**config.mk**
```make
export PLATFORM = sky130hd
export DESIGN_NAME = tmr_pair
export DESIGN_NICKNAME = d
export VERILOG_FILES = /design/src/rtl/tmr_pkg.sv /design/src/rtl/tmr_pin_sync.sv /design/src/rtl/tmr_chan.sv /design/src/rtl/tmr_pair.sv
export SDC_FILE = /design/constraint.sdc
export NUM_CORES = 1
export LEC_CHECK = 0
export ABC_AREA = 0
export BUFFER_PORTS_ARGS = -buffer_cell sky130_fd_sc_hd__buf_4
export CAP_MARGIN = 10
export CORE_MARGIN = 2
export CORE_UTILIZATION = 30
export CTS_BUF_LIST = sky130_fd_sc_hd__clkbuf_4
export CTS_CLUSTER_DIAMETER = 100
export CTS_CLUSTER_SIZE = 16
export DETAILED_ROUTE_END_ITERATION = 12
export GPL_TIMING_DRIVEN = 0
export PLACE_DENSITY_LB_ADDON = 0.2
export SYNTH_ARGS = -nofsm -noshare
export SYNTH_HDL_FRONTEND = slang
export SYNTH_SLANG_ARGS = --single-unit
```
**constraint.sdc**
```tcl
create_clock -name clk -period 4 [get_ports clk]
set_clock_uncertainty 0.1 [all_clocks]
set_input_delay 0.8 -clock clk [delete_from_list [all_inputs] [get_ports clk]]
set_output_delay 0.8 -clock clk [all_outputs]
set_load 0.01 [all_outputs]
```
**src/rtl/tmr_pkg.sv**
```systemverilog
`timescale 1ns/1ps
package tmr_pkg;
    localparam int TMR_BYTE_W = 8;
    localparam int TMR_PRE_W  = 5;
    localparam int TMR_NARROW = TMR_BYTE_W + TMR_PRE_W;

    typedef enum logic [1:0] {
        MODE_13     = 2'b00,
        MODE_16     = 2'b01,
        MODE_RELOAD = 2'b10,
        MODE_SPLIT  = 2'b11
    } tmr_mode_e;

    typedef struct packed {
        logic      gate;
        logic      ext;
        tmr_mode_e mode;
    } tmr_cfg_t;

    typedef struct packed {
        logic [TMR_BYTE_W-1:0] hi;
        logic [TMR_BYTE_W-1:0] lo;
    } tmr_cnt_t;

    typedef struct packed {
        tmr_cnt_t cnt;
        logic     wrap;
    } tmr_step_t;

    // One advance of a non-split channel in the given mode.
    function automatic tmr_step_t tmr_advance(tmr_mode_e m, tmr_cnt_t c);
        tmr_step_t                 r;
        logic [TMR_NARROW-1:0]     v13;
        logic [2*TMR_BYTE_W-1:0]   v16;
        r   = '{cnt: c, wrap: 1'b0};
        v13 = {c.hi, c.lo[TMR_PRE_W-1:0]};
        v16 = {c.hi, c.lo};
        case (m)
            MODE_13: begin
                r.wrap   = &v13;
                v13      = v13 + 1'b1;
                r.cnt.hi = v13[TMR_NARROW-1:TMR_PRE_W];
                r.cnt.lo = {c.lo[TMR_BYTE_W-1:TMR_PRE_W], v13[TMR_PRE_W-1:0]};
            end
            MODE_16: begin
                r.wrap = &v16;
                v16    = v16 + 1'b1;
                r.cnt  = v16;
            end
            MODE_RELOAD: begin
                r.wrap   = &c.lo;
                r.cnt.lo = r.wrap ? c.hi : c.lo + 1'b1;
            end
            default: r.wrap = 1'b0;
        endcase
        return r;
    endfunction
endpackage

```
**src/rtl/tmr_pin_sync.sv**
```systemverilog
`timescale 1ns/1ps
module tmr_pin_sync #(
    parameter int WIDTH  = 4,
    parameter int STAGES = 2
) (
    input  logic             clk,
    input  logic             rst,
    input  logic [WIDTH-1:0] pin_async,
    output logic [WIDTH-1:0] pin_sync
);
    logic [STAGES-1:0] shreg [WIDTH];

    for (genvar p = 0; p < WIDTH; p++) begin : g_pin
        always_ff @(posedge clk) begin
            if (rst) shreg[p] <= '0;
            else if (STAGES == 1) shreg[p] <= pin_async[p];
            else shreg[p] <= {shreg[p][STAGES-2:0], pin_async[p]};
        end
        assign pin_sync[p] = shreg[p][STAGES-1];
    end
endmodule

```
**src/rtl/tmr_chan.sv**
```systemverilog
`timescale 1ns/1ps
module tmr_chan
    import tmr_pkg::*;
#(
    parameter bit IS_T0 = 1'b1
) (
    input  logic                  clk,
    input  logic                  rst,
    input  tmr_cfg_t              cfg,
    input  logic                  run,
    input  logic                  gate_lvl,
    input  logic                  ext_lvl,
    input  logic                  hi_run,
    input  logic                  wr_lo,
    input  logic                  wr_hi,
    input  logic [TMR_BYTE_W-1:0] wdata,
    output tmr_cnt_t              cnt_o,
    output logic                  wrap_lo_o,
    output logic                  wrap_hi_o
);
    tmr_cnt_t  cnt_q, cnt_d;
    tmr_step_t step;
    logic      ext_prev;
    logic      ext_fall;
    logic      adv;

    assign ext_fall = ext_prev & ~ext_lvl;
    assign adv      = run & (~cfg.gate | gate_lvl) & (~cfg.ext | ext_fall);

    always_comb begin
        cnt_d     = cnt_q;
        wrap_lo_o = 1'b0;
        wrap_hi_o = 1'b0;
        step      = '0;
        if (wr_lo || wr_hi) begin
            if (wr_lo) cnt_d.lo = wdata;
            if (wr_hi) cnt_d.hi = wdata;
        end else if (cfg.mode == MODE_SPLIT) begin
            if (IS_T0) begin
                if (adv) begin
                    cnt_d.lo  = cnt_q.lo + 1'b1;
                    wrap_lo_o = &cnt_q.lo;
                end
                if (hi_run) begin
                    cnt_d.hi  = cnt_q.hi + 1'b1;
                    wrap_hi_o = &cnt_q.hi;
                end
            end
        end else if (adv) begin
            step      = tmr_advance(cfg.mode, cnt_q);
            cnt_d     = step.cnt;
            wrap_lo_o = step.wrap;
        end
    end

    always_ff @(posedge clk) begin
        if (rst) begin
            cnt_q    <= '0;
            ext_prev <= 1'b0;
        end else begin
            cnt_q    <= cnt_d;
            ext_prev <= ext_lvl;
        end
    end

    assign cnt_o = cnt_q;
endmodule

```
**src/rtl/tmr_pair.sv**
```systemverilog
`timescale 1ns/1ps
module tmr_pair
    import tmr_pkg::*;
#(
    parameter int                ADDR_W      = 8,
    parameter int                SYNC_STAGES = 2,
    parameter logic [ADDR_W-1:0] CTRL_ADDR   = 8'h88,
    parameter logic [ADDR_W-1:0] CFG_ADDR    = 8'h89,
    parameter logic [ADDR_W-1:0] TL0_ADDR    = 8'h8A,
    parameter logic [ADDR_W-1:0] TL1_ADDR    = 8'h8B,
    parameter logic [ADDR_W-1:0] TH0_ADDR    = 8'h8C,
    parameter logic [ADDR_W-1:0] TH1_ADDR    = 8'h8D
) (
    input  logic                  clk,
    input  logic                  rst,
    input  logic                  reg_we,
    input  logic [ADDR_W-1:0]     reg_addr,
    input  logic [TMR_BYTE_W-1:0] reg_wdata,
    output logic [TMR_BYTE_W-1:0] reg_rdata,
    input  logic [1:0]            gate_pin,
    input  logic [1:0]            count_pin,
    output logic [1:0]            ovf_flag
);
    localparam int NCH = 2;

    tmr_cfg_t [NCH-1:0] cfg_q;
    logic     [NCH-1:0] run_q, flag_q, flag_set;
    logic     [NCH-1:0] gate_lvl, ext_lvl;
    logic     [NCH-1:0] wr_lo, wr_hi, wrap_lo, wrap_hi;
    tmr_cnt_t [NCH-1:0] cnt_w;
    logic               ctrl_we, cfg_we, split0;

    tmr_pin_sync #(.WIDTH(2*NCH), .STAGES(SYNC_STAGES)) u_sync (
        .clk       (clk),
        .rst       (rst),
        .pin_async ({count_pin, gate_pin}),
        .pin_sync  ({ext_lvl, gate_lvl})
    );

    for (genvar i = 0; i < NCH; i++) begin : g_ch
        localparam logic [ADDR_W-1:0] LO_A = (i == 0) ? TL0_ADDR : TL1_ADDR;
        localparam logic [ADDR_W-1:0] HI_A = (i == 0) ? TH0_ADDR : TH1_ADDR;
        assign wr_lo[i] = reg_we && (reg_addr == LO_A);
        assign wr_hi[i] = reg_we && (reg_addr == HI_A);
        tmr_chan #(.IS_T0(i == 0)) u_chan (
            .clk       (clk),
            .rst       (rst),
            .cfg       (cfg_q[i]),
            .run       (run_q[i]),
            .gate_lvl  (gate_lvl[i]),
            .ext_lvl   (ext_lvl[i]),
            .hi_run    ((i == 0) ? run_q[1] : 1'b0),
            .wr_lo     (wr_lo[i]),
            .wr_hi     (wr_hi[i]),
            .wdata     (reg_wdata),
            .cnt_o     (cnt_w[i]),
            .wrap_lo_o (wrap_lo[i]),
            .wrap_hi_o (wrap_hi[i])
        );
    end

    assign ctrl_we = reg_we && (reg_addr == CTRL_ADDR);
    assign cfg_we  = reg_we && (reg_addr == CFG_ADDR);
    assign split0  = (cfg_q[0].mode == MODE_SPLIT);

    // Channel 1 flag source moves to channel 0's high byte in split mode.
    assign flag_set[0] = wrap_lo[0];
    assign flag_set[1] = (split0 ? wrap_hi[0] : wrap_lo[1]) | wrap_hi[1];

    always_ff @(posedge clk) begin
        if (rst) begin
            cfg_q  <= '0;
            run_q  <= '0;
            flag_q <= '0;
        end else begin
            if (cfg_we) cfg_q <= reg_wdata;
            if (ctrl_we) run_q <= {reg_wdata[6], reg_wdata[4]};
            flag_q <= (ctrl_we ? {reg_wdata[7], reg_wdata[5]} : flag_q) | flag_set;
        end
    end

    always_comb begin
        case (reg_addr)
            CTRL_ADDR: reg_rdata = {flag_q[1], run_q[1], flag_q[0], run_q[0], 4'b0000};
            CFG_ADDR:  reg_rdata = cfg_q;
            TL0_ADDR:  reg_rdata = cnt_w[0].lo;
            TH0_ADDR:  reg_rdata = cnt_w[0].hi;
            TL1_ADDR:  reg_rdata = cnt_w[1].lo;
            TH1_ADDR:  reg_rdata = cnt_w[1].hi;
            default:   reg_rdata = '0;
        endcase
    end

    assign ovf_flag = flag_q;
endmodule

```
# --- Yosys cells after proc, flatten, opt, wreduce, memory -nomap -nowiden ---
# Memories as Yosys holds them, arrays and structs flattened.
# Cells that the tools add are included.
word_totals:
  inputBits: 23
  regBits: 46
  n_memories: 1
  ram_bits: 8
  wordCells: 136
  output_inout_bits: 10
classes:
  reduce_logical: 32
  n_mux: 39
  n_eq_ne: 20
  addsub: 7
  n_bitwise: 21
mem_list:
  columns: ["memory", "depth", "width", "read_ports", "rd_ports_with_merged_regs", "wr", "line", "source"]
  rows:
  - ["u_sync.shreg", 4, 2, 4, 0, 4, "tmr_pin_sync.sv:11", "logic [STAGES-1:0] shreg [WIDTH];"]
ops:
  columns: ["cell", "count"]
  rows:
  - ["$mux 16", 6]
  - ["$mux 8", 8]
  - ["$eq 8x8->1 const B", 6]
  - ["$pmux 8 s3", 2]
  - ["$pmux 8 s6", 1]
  - ["$add 16x1->16 const B", 2]
  - ["$pmux 8 s2", 2]
  - ["$reduce_and 16->1", 2]
  - ["$add 13x1->13 const B", 2]
  - ["$reduce_and 13->1", 2]
  - ["$add 8x1->8 const B", 3]
  - ["$reduce_and 8->1", 3]
  - ["$reduce_and 4->1", 4]
  - ["$mux 1", 13]
  - ["$ne 2x1->1 const B", 6]
  - ["$reduce_bool 4->1", 3]
  - ["$mux 2", 5]
  - ["$reduce_bool 3->1", 3]
  - ["$eq 2x2->1 const B", 4]
  - ["$or 1x1->1", 8]
  - ["$and 1x1->1", 6]
  - ["$logic_and 1x1->1", 6]
  - ["$ne 3x2->1 const B", 2]
  - ["$not 1->1", 6]
  - ["9 further kinds", 14]

# --- Longest topological paths before layout ---
# Gate-level depths: netlist of the first run.
# An unclocked memory read counts as a cell.
logic_depth:
  ltp_word: 10
  mapped_depth: 10
  ltp_nobuf: 8

# --- Modules after synthesis ---
# Synthesis of the first run repeated with hierarchy kept, for this count alone.
unflattened:
  hier_cells: 520
  area_unflattened_um2: 4239.1
modules_own_cells:
  columns: ["mod", "instances", "area_each_um2", "seq_area_each_um2", "cells_each"]
  rows:
  - ["tmr_chan at g_ch[0].u_chan", 1, 1490.2, 340.3, 192]
  - ["tmr_chan at g_ch[1].u_chan", 1, 1442.6, 340.3, 180]
  - ["tmr_pair", 1, 1066.0, 240.2, 128]
  - ["tmr_pin_sync", 1, 240.2, 160.2, 20]

# --- Worst setup path before layout of the first run ---
# Ideal clock, no wire load.
synth_path:
  kind: "input-to-output"
  from: "input reg_addr[2]"
  to: "output reg_rdata[6]"
  arrival_ns: 2.195
  path_buffers: 3
  required_ns: 3.100
  stages: 7
  path_slack_ns: 0.905
  path_cell_list: "buf_2 buf_1 clkbuf_1 nor2_1 a222oi_1 o22a_1 nor2_1"
synth_via:
  elab_chain_len: 2
synth_rtl:
  columns: ["item", "line", "source"]
  rows:
  - ["from (decl)", "tmr_pair.sv:17", "input logic [ADDR_W-1:0] reg_addr,"]
  - ["$eq 8x8->1", "tmr_pair.sv:83", "case (reg_addr)"]
  - ["$pmux 8 s6 *", "tmr_pair.sv:83", null]
  - ["to (decl)", "tmr_pair.sv:19", "output logic [TMR_BYTE_W-1:0] reg_rdata,"]
# Every way passes the cells marked *; elsewhere a longest branch is shown, timed or not.

# --- Worst setup path after layout of the first run ---
# Same ends and word-level chain as after synthesis.

==> impl_metrics.env, run 1 <==
export IMPL_grt_max_degree=18
export IMPL_rsz0062_at_grt="false"
export IMPL_seq_area_um2=1080
export IMPL_antenna_left=0
export IMPL_yosysWarnings=0
export IMPL_fin_util_pct=34.3
export IMPL_synthToLayoutAreaGrowth_pct=12.6
export IMPL_syn_inst=517
export IMPL_drt_pre_antenna_iters=5
export IMPL_synth_async_sr_flop_share_pct=0
export IMPL_ir_drop_mv=0.160
export IMPL_critPathLaunch="reg_addr[2]"
export IMPL_postPlaceCellArea_um2=4470
export IMPL_cts_buffers=5
export IMPL_htree_levels=2
export IMPL_hold_depth=1
export IMPL_port_buffers=30
export IMPL_ys_seq_elements=54
export IMPL_rows=42
export IMPL_whs_ns=0.356
export IMPL_seq_area_frac_synth_pct=26.9
export IMPL_fin_crit_ns=3.56
export IMPL_clockBufferDepth=2
export IMPL_critPathMaxFanout=10
export IMPL_maxSlewHeadroom_pct=50.5
export IMPL_num_nets_final=589
export IMPL_grt_pass1_wl_um=22400
export IMPL_core_area_um2=13200
export IMPL_status="completed"
export IMPL_ios=33
export IMPL_drive_above_1_share_pct=13.5
export IMPL_gp_congestion=0.896
export IMPL_die_x_um=120
export IMPL_yosys_cell_types_count=76
export IMPL_die_h_um=120
export IMPL_synth_cell_area_um2=4020
export IMPL_leakage_nw=1.53
export IMPL_clk_insertion_delay_late_ns=0.44
export IMPL_antenna_found_initial=2
export IMPL_tns_ns=0
export IMPL_synth_enable_flop_cells=0
export IMPL_setup_viol=0
export IMPL_ff2ff_path_depth=8
export IMPL_first_iter_violations=621
export IMPL_p_per_area_nw_per_um2=200
export IMPL_cp_common_cell="nor2_1"
export IMPL_cts_tree="done"
export IMPL_synthesis_nets=552
export IMPL_start_kind="primary input"
export IMPL_fillers=1399
export IMPL_critPathSlowestCell="buf_1"
export IMPL_routed_wl_um=14600
export IMPL_finalHoldViolCount=0
export IMPL_r2r_start="cfg_q[5]"
export IMPL_period_share_pct=89.0
export IMPL_start_util_pct=30.5
export IMPL_max_stage_delay_ns=0.46
export IMPL_worst_setup_path_end_kind="output pin"
export IMPL_critical_path_class="in -> out"
export IMPL_cts_resized=0
export IMPL_cts_sinks=54
export IMPL_grt_pass1_vias=3772
export IMPL_crit_chain="buf_2 -> buf_1 -> clkbuf_1 -> nor2_1 -> a222oi_1 -> o22a_1 -> nor2_1 -> buf_4"
export IMPL_required_ns=3.10
export IMPL_final_area_um2=4530
export IMPL_postCtsHoldBufs=0
export IMPL_post_cts_buffers=0
export IMPL_cp_arrival_ns=2.66
export IMPL_vias_per_cell=5.94
export IMPL_dieArea_um2=14300
export IMPL_grt_ovfl_total=0
export IMPL_worst_pin_slew_ns=0.739
export IMPL_hpwl_um=11000
export IMPL_wl_per_cell_um=19.9
export IMPL_multi_input_area_um2=2720
export IMPL_remaining_drc_errors=0
export IMPL_syn_avg_cell_area_um2=7.78
export IMPL_vias=4350
export IMPL_power_uw=908
export IMPL_max_cap_violations=0
export IMPL_cts_root_buf="clkbuf_4"
export IMPL_clk_pin_slew_worst_paths_ns=0.17
export IMPL_max_freq_mhz=281
export IMPL_holdCritStartpoint="u_sync.shreg[2][0]"
export IMPL_mostFrequentLayoutCell="dfxtp_1"
export IMPL_drv_slew=0
export IMPL_worstHoldPathType="reg -> reg"
export IMPL_mostFrequentLayoutCells="dfxtp_1, nand2_1, nor2_1"
export IMPL_grt_util_all_layers_pct=20.4
export IMPL_ys_flop_type="dfxtp_1"
==> metrics by stage <==
| step | setup slack (ns) | instances |
|---|---|---|
| 3_5_place_dp | 0.428 | 723 |
| 4_1_cts | 0.424 | 731 |
| 6_report | 0.440 | 732 |
| 5_1_grt | 0.224 | 732 |
| 3_3_place_gp | 0.411 | 723 |
| 2_1_floorplan | 0.905 | 517 |
==> where the power goes <==
part           leakage, nW  total [mW]  internal [mW]  switching, mW
logic                 1.06      0.0906         0.0303         0.0603
registers            0.437       0.545          0.543        0.00164
clock network       0.0328       0.272         0.0691          0.203
total                 1.53       0.908          0.642          0.265
==> synthesized netlist by cell type, drive strengths merged (4+ instances only) <==
master,n,area share [%]
o32ai,7,1.7
xnor2,5,1.3
nor3,12,1.9
nor2b,15,2.3
a21o,5,0.93
nand2,53,4.9
o22ai,10,1.6
nand4,14,2.2
clkbuf,15,1.4
nor4,5,1.3
a22oi,9,1.8
a31oi,10,1.6
nor2,50,4.7
a211oi,4,0.75
ha,12,3.7
dfxtp,54,27
nand3,18,2.2
or3,8,1.2
and4,5,1.1
nand3b,6,1.4
a21oi,36,4.5
o2bb2ai,5,1.1
o21ai,37,4.6
a221oi,5,1.1
xor2,4,0.87
and3,5,0.78
inv,17,1.6
buf,19,2.6
mux2i,20,5.0
==> flip-flops by register name, indices dropped and copies added (netlist names) <==
register / count
g_ch.u_chan.cnt_o: 32
cfg_q: 8
u_sync.shreg: 8
g_ch.u_chan.ext_prev: 2
ovf_flag: 2
run_q: 2
==> path summary, 6_finish.rpt <==
check / to / slack [ns]
hold reg to reg: u_sync.shreg[2][1] / 0.36
hold / removal: u_sync.shreg[2][1] / 0.36
setup reg to reg: g_ch[1].u_chan.cnt_o[14] / 1.30
setup / recovery: reg_rdata[6] / 0.44
==> critical path: cells and delay by family <==
kind	cells	cell delay [ns]
AO/OA/AOI/OAI	2	0.56
buffers and inverters	4	1.12
AND/OR/NAND/NOR	2	0.18
==> metal layers <==
metal  GRT usage (%)  up-vias  wire (µm)
li1                -     2009          -
met1            29.0     2084       6640
met2            30.4      223       6330
met3            5.32       32       1330
met4            5.66        2        277
met5               0        -         16
==> final cells by class <==
cell class / instances / area share (%)
Sequential cell: 54 / 23.9
Inverter: 17 / 1.41
Multi-Input combinational cell: 412 / 60.0
Tap cell: 176 / 4.86
Antenna cell: 1 / 0.0553
Timing Repair Buffer: 30 / 4.97
Clock buffer: 5 / 0.829
Clock inverter: 3 / 0.470
Buffer: 34 / 3.56
==> cells by family (layout without fill, tap and decap cells) <==
group           count (synthesis)  in the layout  synth area share (%)
mux                            24             24                  6.94
xor+xnor                        9              9                  2.15
flops                          54             54                  26.9
simple gates                  206            206                  27.0
fa+ha+maj                      12             12                  3.73
other cells                     0              1                     0
buf+inv                        51             89                  5.60
compound gates                161            161                  27.7
No activity file was read; power rests on OpenSTA's default activity.
==> run 2, diff against run 1 <==
--- a/config.mk
+++ b/config.mk
@@ -8,13 +8,14 @@
 export ABC_AREA = 0
 export BUFFER_PORTS_ARGS = -buffer_cell sky130_fd_sc_hd__buf_4
 export CAP_MARGIN = 10
-export CORE_MARGIN = 2
+export CORE_MARGIN = 5
 export CORE_UTILIZATION = 30
 export CTS_BUF_LIST = sky130_fd_sc_hd__clkbuf_4
 export CTS_CLUSTER_DIAMETER = 100
 export CTS_CLUSTER_SIZE = 16
 export DETAILED_ROUTE_END_ITERATION = 12
 export GPL_TIMING_DRIVEN = 0
+export MAX_ROUTING_LAYER = met4
 export PLACE_DENSITY_LB_ADDON = 0.2
 export SYNTH_ARGS = -nofsm -noshare
 export SYNTH_HDL_FRONTEND = slang
==> run 2 against run 1 <==
Clock power increased by 8.1%. Die area rose by 10%. Combinational power decreased by 0.7%. First-iteration DRC count fell by 28%. Global-route usage decreased by 1.6 points. Flip-flop and latch count did not move. Critical path type unchanged. Critical endpoint unchanged. Largest cell class unchanged. Largest power group unchanged.
==> impl_metrics.env, run 2 (same netlist as run 1, synthesis figures left out) <==
export IMPL_placed_cells_incl_taps=723
export IMPL_cts_tree="done"
export IMPL_die_h_um=126
export IMPL_worstHoldPathType="reg -> reg"
export IMPL_crit_family="buffers and inverters"
export IMPL_worst_setup_path_end_kind="output pin"
export IMPL_largest_register_ffs=32
export IMPL_cts_buffers=5
export IMPL_hold_depth=1
export IMPL_post_cts_buffers=0
export IMPL_vias_per_cell=5.82
export IMPL_rows=42
export IMPL_num_nets_final=589
export IMPL_postPlaceCellArea_um2=4470
export IMPL_wl_per_cell_um=19.8
export IMPL_p_per_area_nw_per_um2=205
export IMPL_cp_common_cell="nor2_1"
export IMPL_holdPathEnd="u_sync.shreg[2][1]"
export IMPL_setup_viol=0
export IMPL_hpwl_um=11000
export IMPL_ir_drop_mv=0.134
export IMPL_clockBufferDepth=2
export IMPL_rsz0062_at_grt="false"
export IMPL_max_stage_delay_ns=0.44
export IMPL_period_share_pct=89.6
export IMPL_status="completed"
export IMPL_cts_resized=0
export IMPL_max_cap_violations=0
export IMPL_r2r_start="cfg_q[5]"
export IMPL_max_freq_mhz=279
export IMPL_grt_pass1_wl_um=23100
export IMPL_worst_pin_slew_ns=0.773
export IMPL_cts_sinks=54
export IMPL_finalHoldViolCount=0
export IMPL_postCtsHoldBufs=0
export IMPL_dieArea_um2=15800
export IMPL_crit_chain="buf_2 -> buf_1 -> clkbuf_1 -> nor2_1 -> a222oi_1 -> o22a_1 -> nor2_1 -> buf_4"
export IMPL_fillers=1418
export IMPL_cts_root_buf="clkbuf_4"
export IMPL_drt_pre_antenna_iters=5
export IMPL_tns_ns=0
export IMPL_core_area_um2=13200
export IMPL_critical_path_class="in -> out"
export IMPL_start_kind="primary input"
export IMPL_mostFrequentLayoutCell="dfxtp_1"
export IMPL_num_antenna_cells=0
export IMPL_synthToLayoutAreaGrowth_pct=12.7
export IMPL_clk_pin_slew_worst_paths_ns=0.18
export IMPL_drv_slew=0
export IMPL_start_util_pct=30.5
export IMPL_ios=33
export IMPL_grt_max_degree=20
export IMPL_critPathMaxFanout=10
export IMPL_ff2ff_path_depth=8
export IMPL_gp_congestion=0.923
export IMPL_ff2ff_setup_slack_ns=1.34
export IMPL_antenna_found_initial=0
export IMPL_grt_util_all_layers_pct=18.8
export IMPL_critPathSlowestCell="buf_1"
export IMPL_finalNonFillerCells=731
export IMPL_regToRegEndpoint="g_ch[1].u_chan.cnt_o[12]"
export IMPL_first_iter_violations=447
export IMPL_grt_pass1_vias=3932
export IMPL_htree_levels=2
export IMPL_final_area_um2=4530
export IMPL_leakage_nw=1.54
export IMPL_cp_arrival_ns=2.69
export IMPL_vias=4251
export IMPL_clk_insertion_delay_late_ns=0.42
export IMPL_maxSlewHeadroom_pct=48.3
export IMPL_critPathBufInv=4
export IMPL_antenna_left=0
export IMPL_remaining_drc_errors=0
export IMPL_port_buffers=30
export IMPL_routed_wl_um=14500
export IMPL_drive_above_1_share_pct=13.7
export IMPL_holdCritStartpoint="u_sync.shreg[2][0]"
export IMPL_fin_crit_ns=3.59
export IMPL_mostFrequentLayoutCells="dfxtp_1, nand2_1, nor2_1"
export IMPL_required_ns=3.10
export IMPL_grt_ovfl_total=0
export IMPL_die_x_um=126
[run 2: cell count changes in the layout (fill, tap and decap cells not counted)]
cell,change
clkinv_1,-1
clkinv_4,-1
diode_2,-1
inv_6,+1
inv_8,+1
[run 2: worst max path at each step]
stage,depth (start not counted),start,endpoint,slack (ns)
2_1_floorplan,7,reg_addr[2],reg_rdata[6],0.90
3_3_place_gp,8,reg_addr[2],reg_rdata[6],0.42
3_5_place_dp,8,reg_addr[2],reg_rdata[6],0.43
4_1_cts,8,reg_addr[2],reg_rdata[6],0.41
5_1_grt,8,reg_addr[2],reg_rdata[6],0.17
6_report,8,reg_addr[2],reg_rdata[6],0.41
[run 2: layer usage]
layer	part of all wire (%)	up-vias	global-route usage (%)
met3	7.5	16	2.54
met4	1.8	0	3.85
met5	0	-	-
met1	47	2025	27.1
li1	-	2016	-
met2	43	194	28.1
[run 2: stage by stage]
| step | power, mW | hold slack [ns] | worst slack, ns | utilization (%) |
|---|---|---|---|---|
| after floorplan | 0.598 | 0.314 | 0.905 | - |
| after global placement | 0.644 | 0.319 | 0.421 | 33.9 |
| after detailed placement | 0.645 | 0.325 | 0.426 | 33.9 |
| after CTS | 0.939 | 0.361 | 0.414 | 34.4 |
| after global routing | 0.965 | 0.378 | 0.170 | 34.4 |
| final | 0.928 | 0.358 | 0.415 | 34.4 |
[run 2: layout make-up]
type	instances	area [µm²]	area share [%]
Sequential cell	54	1080	23.8
Clock inverter	3	28.8	0.635
Timing Repair Buffer	30	225	4.97
Clock buffer	5	37.5	0.828
Tap cell	176	220	4.86
Buffer	34	161	3.56
Inverter	17	63.8	1.41
Multi-Input combinational cell	412	2720	59.9
[run 2: power by group]
group | leakage (nW) | switching [mW] | internal, mW
clock network | 0.0377 | 0.217 | 0.0770
registers | 0.437 | 0.00161 | 0.543
logic | 1.06 | 0.0597 | 0.0303
==> run 3, diff against run 2 <==
--- a/config.mk
+++ b/config.mk
@@ -6,7 +6,7 @@
 export NUM_CORES = 1
 export LEC_CHECK = 0
 export ABC_AREA = 0
-export BUFFER_PORTS_ARGS = -buffer_cell sky130_fd_sc_hd__buf_4
+export BUFFER_PORTS_ARGS = -buffer_cell sky130_fd_sc_hd__buf_2
 export CAP_MARGIN = 10
 export CORE_MARGIN = 5
 export CORE_UTILIZATION = 30
@@ -15,7 +15,6 @@
 export CTS_CLUSTER_SIZE = 16
 export DETAILED_ROUTE_END_ITERATION = 12
 export GPL_TIMING_DRIVEN = 0
-export MAX_ROUTING_LAYER = met4
 export PLACE_DENSITY_LB_ADDON = 0.2
 export SYNTH_ARGS = -nofsm -noshare
 export SYNTH_HDL_FRONTEND = slang
==> run 3 against run 2 <==
Utilization is 0.43 points lower. Die area did not move. Final area shrank 1.2%. Register-to-register slack worse by 0.04 ns. Highest routed layer unchanged.
==> impl_metrics.env, run 3 (same netlist as run 1, synthesis figures left out) <==
export IMPL_status="completed"
export IMPL_ir_drop_mv=0.165
export IMPL_start_util_pct=30.5
export IMPL_cts_tree="done"
export IMPL_vias_per_cell=5.82
export IMPL_routed_wl_um=14500
export IMPL_grt_util_all_layers_pct=18.1
export IMPL_regToRegEndpoint="g_ch[1].u_chan.cnt_o[14]"
export IMPL_drv_slew=0
export IMPL_fin_crit_ns=3.59
export IMPL_critical_path_class="in -> out"
export IMPL_finalHoldViolCount=0
export IMPL_core_area_um2=13200
export IMPL_holdPathEnd="u_sync.shreg[0][1]"
export IMPL_mostFrequentLayoutCell="dfxtp_1"
export IMPL_clkPwrFrac_pct=35.7
export IMPL_r2r_start="cfg_q[5]"
export IMPL_p_sw_uw=275
export IMPL_critPathLaunch="reg_addr[2]"
export IMPL_clockBufferDepth=2
export IMPL_placed_cells_incl_taps=723
export IMPL_period_share_pct=89.8
export IMPL_dieArea_um2=15800
export IMPL_ios=33
export IMPL_grtUsageMet2_pct=27.0
export IMPL_grt_met3_usage_pct=3.05
export IMPL_postCtsHoldBufs=0
export IMPL_cts_buffers=5
export IMPL_required_ns=3.10
export IMPL_gp_congestion=0.932
export IMPL_start_kind="primary input"
export IMPL_finalNonFillerCells=731
export IMPL_port_buffers=30
export IMPL_critPathMaxFanout=10
export IMPL_ff2ff_path_depth=8
export IMPL_htree_levels=2
export IMPL_hold_depth=1
export IMPL_die_x_um=126
export IMPL_largest_register_ffs=32
export IMPL_rsz0062_at_grt="false"
export IMPL_p_sw_share_pct=28.1
export IMPL_holdCritStartpoint="u_sync.shreg[0][0]"
export IMPL_worst_pin_slew_ns=0.845
export IMPL_synthToLayoutAreaGrowth_pct=11.3
export IMPL_whs_ns=0.358
export IMPL_grt_ovfl_total=0
export IMPL_grt_pass1_wl_um=22800
export IMPL_max_freq_mhz=278
export IMPL_drt_pre_antenna_iters=6
export IMPL_drive_above_1_share_pct=13.7
export IMPL_cts_resized=0
export IMPL_leakage_nw=1.53
export IMPL_max_cap_violations=0
export IMPL_grt_use_met1_pct=26.8
export IMPL_rows=42
export IMPL_hpwl_um=11000
export IMPL_seqPwrFrac_pct=55.8
export IMPL_num_antenna_cells=0
export IMPL_setup_viol=0
export IMPL_grt_busiest_layer="met2"
export IMPL_post_cts_buffers=0
export IMPL_worst_setup_path_end_kind="output pin"
export IMPL_cts_root_buf="clkbuf_4"
export IMPL_grt_max_degree=19
export IMPL_clk_pin_slew_worst_paths_ns=0.17
export IMPL_maxSlewHeadroom_pct=43.4
export IMPL_cts_sinks=54
export IMPL_combinationalPowerShare_pct=8.6
export IMPL_power_internal_uw=703
export IMPL_first_iter_violations=495
export IMPL_worstHoldPathType="reg -> reg"
export IMPL_grt_pass1_vias=3885
export IMPL_antenna_found_initial=0
export IMPL_ff2ff_setup_slack_ns=1.30
export IMPL_vias=4256
export IMPL_tns_ns=0
export IMPL_clk_insertion_delay_late_ns=0.45
export IMPL_cp_arrival_ns=2.69
export IMPL_mostFrequentLayoutCells="dfxtp_1, nand2_1, nor2_1"
export IMPL_remaining_drc_errors=0
export IMPL_p_per_area_nw_per_um2=218
export IMPL_wl_per_cell_um=19.9
export IMPL_num_nets_final=589
export IMPL_antenna_left=0
export IMPL_die_h_um=126
[run 3: changes by cell type in the layout (fill, tap and decap cells not counted), sizes merged]
cell,previous run,this run
inv,19,18
bufinv,0,1
[run 3: how the worst max path moves through the flow]
stage	endpoint	slack (ns)
after floorplan	reg_rdata[6]	0.90
after global placement	reg_rdata[6]	0.44
after detailed placement	reg_rdata[6]	0.41
after CTS	reg_rdata[6]	0.41
after global routing	reg_rdata[6]	0.27
final	reg_rdata[6]	0.41
[run 3: stage by stage]
stage / setup WS [ns] / utilization, % / total power, mW / area (µm²)
floorplan: 0.905 / - / 0.598 / 4020
global placement: 0.445 / 33.3 / 0.638 / 4390
detailed placement: 0.415 / 33.3 / 0.639 / 4390
CTS: 0.405 / 33.9 / 0.986 / 4480
global route: 0.268 / 33.9 / 1.01 / 4480
finish: 0.407 / 33.9 / 0.977 / 4480
[run 3: critical path: stages]
cell	delay, ns
buf_2	0.17
buf_1	0.45
clkbuf_1	0.35
nor2_1	0.14
a222oi_1	0.38
o22a_1	0.20
nor2_1	0.06
buf_2	0.14
[run 3: layout make-up]
| type | count | area, µm² |
|---|---|---|
| plain buffers | 34 | 161 |
| clock buffers | 5 | 37.5 |
| clock inverters | 3 | 47.5 |
| fillers | 1399 | 8710 |
| inverters | 17 | 63.8 |
| multi-input cells | 412 | 2720 |
| flip-flops and latches | 54 | 1080 |
| well taps | 176 | 220 |
| repair buffers | 30 | 150 |
[run 3: per-layer routing]
metal  vias to the layer above  routed length, µm
li1                       2012                  -
met1                      2038               6840
met2                       179               6140
met3                        27               1160
met4                         0                403
met5                         -                  0
[run 3: power groups by stage]
stage | combinational [mW] | sequential (mW) | clock [mW]
2_1_floorplan | 0.0432 | 0.555 | 0
3_3_place_gp | 0.0824 | 0.556 | 0
3_5_place_dp | 0.0829 | 0.556 | 0
4_1_cts | 0.0834 | 0.545 | 0.358
5_1_grt | 0.0900 | 0.546 | 0.375
6_report | 0.0838 | 0.545 | 0.349
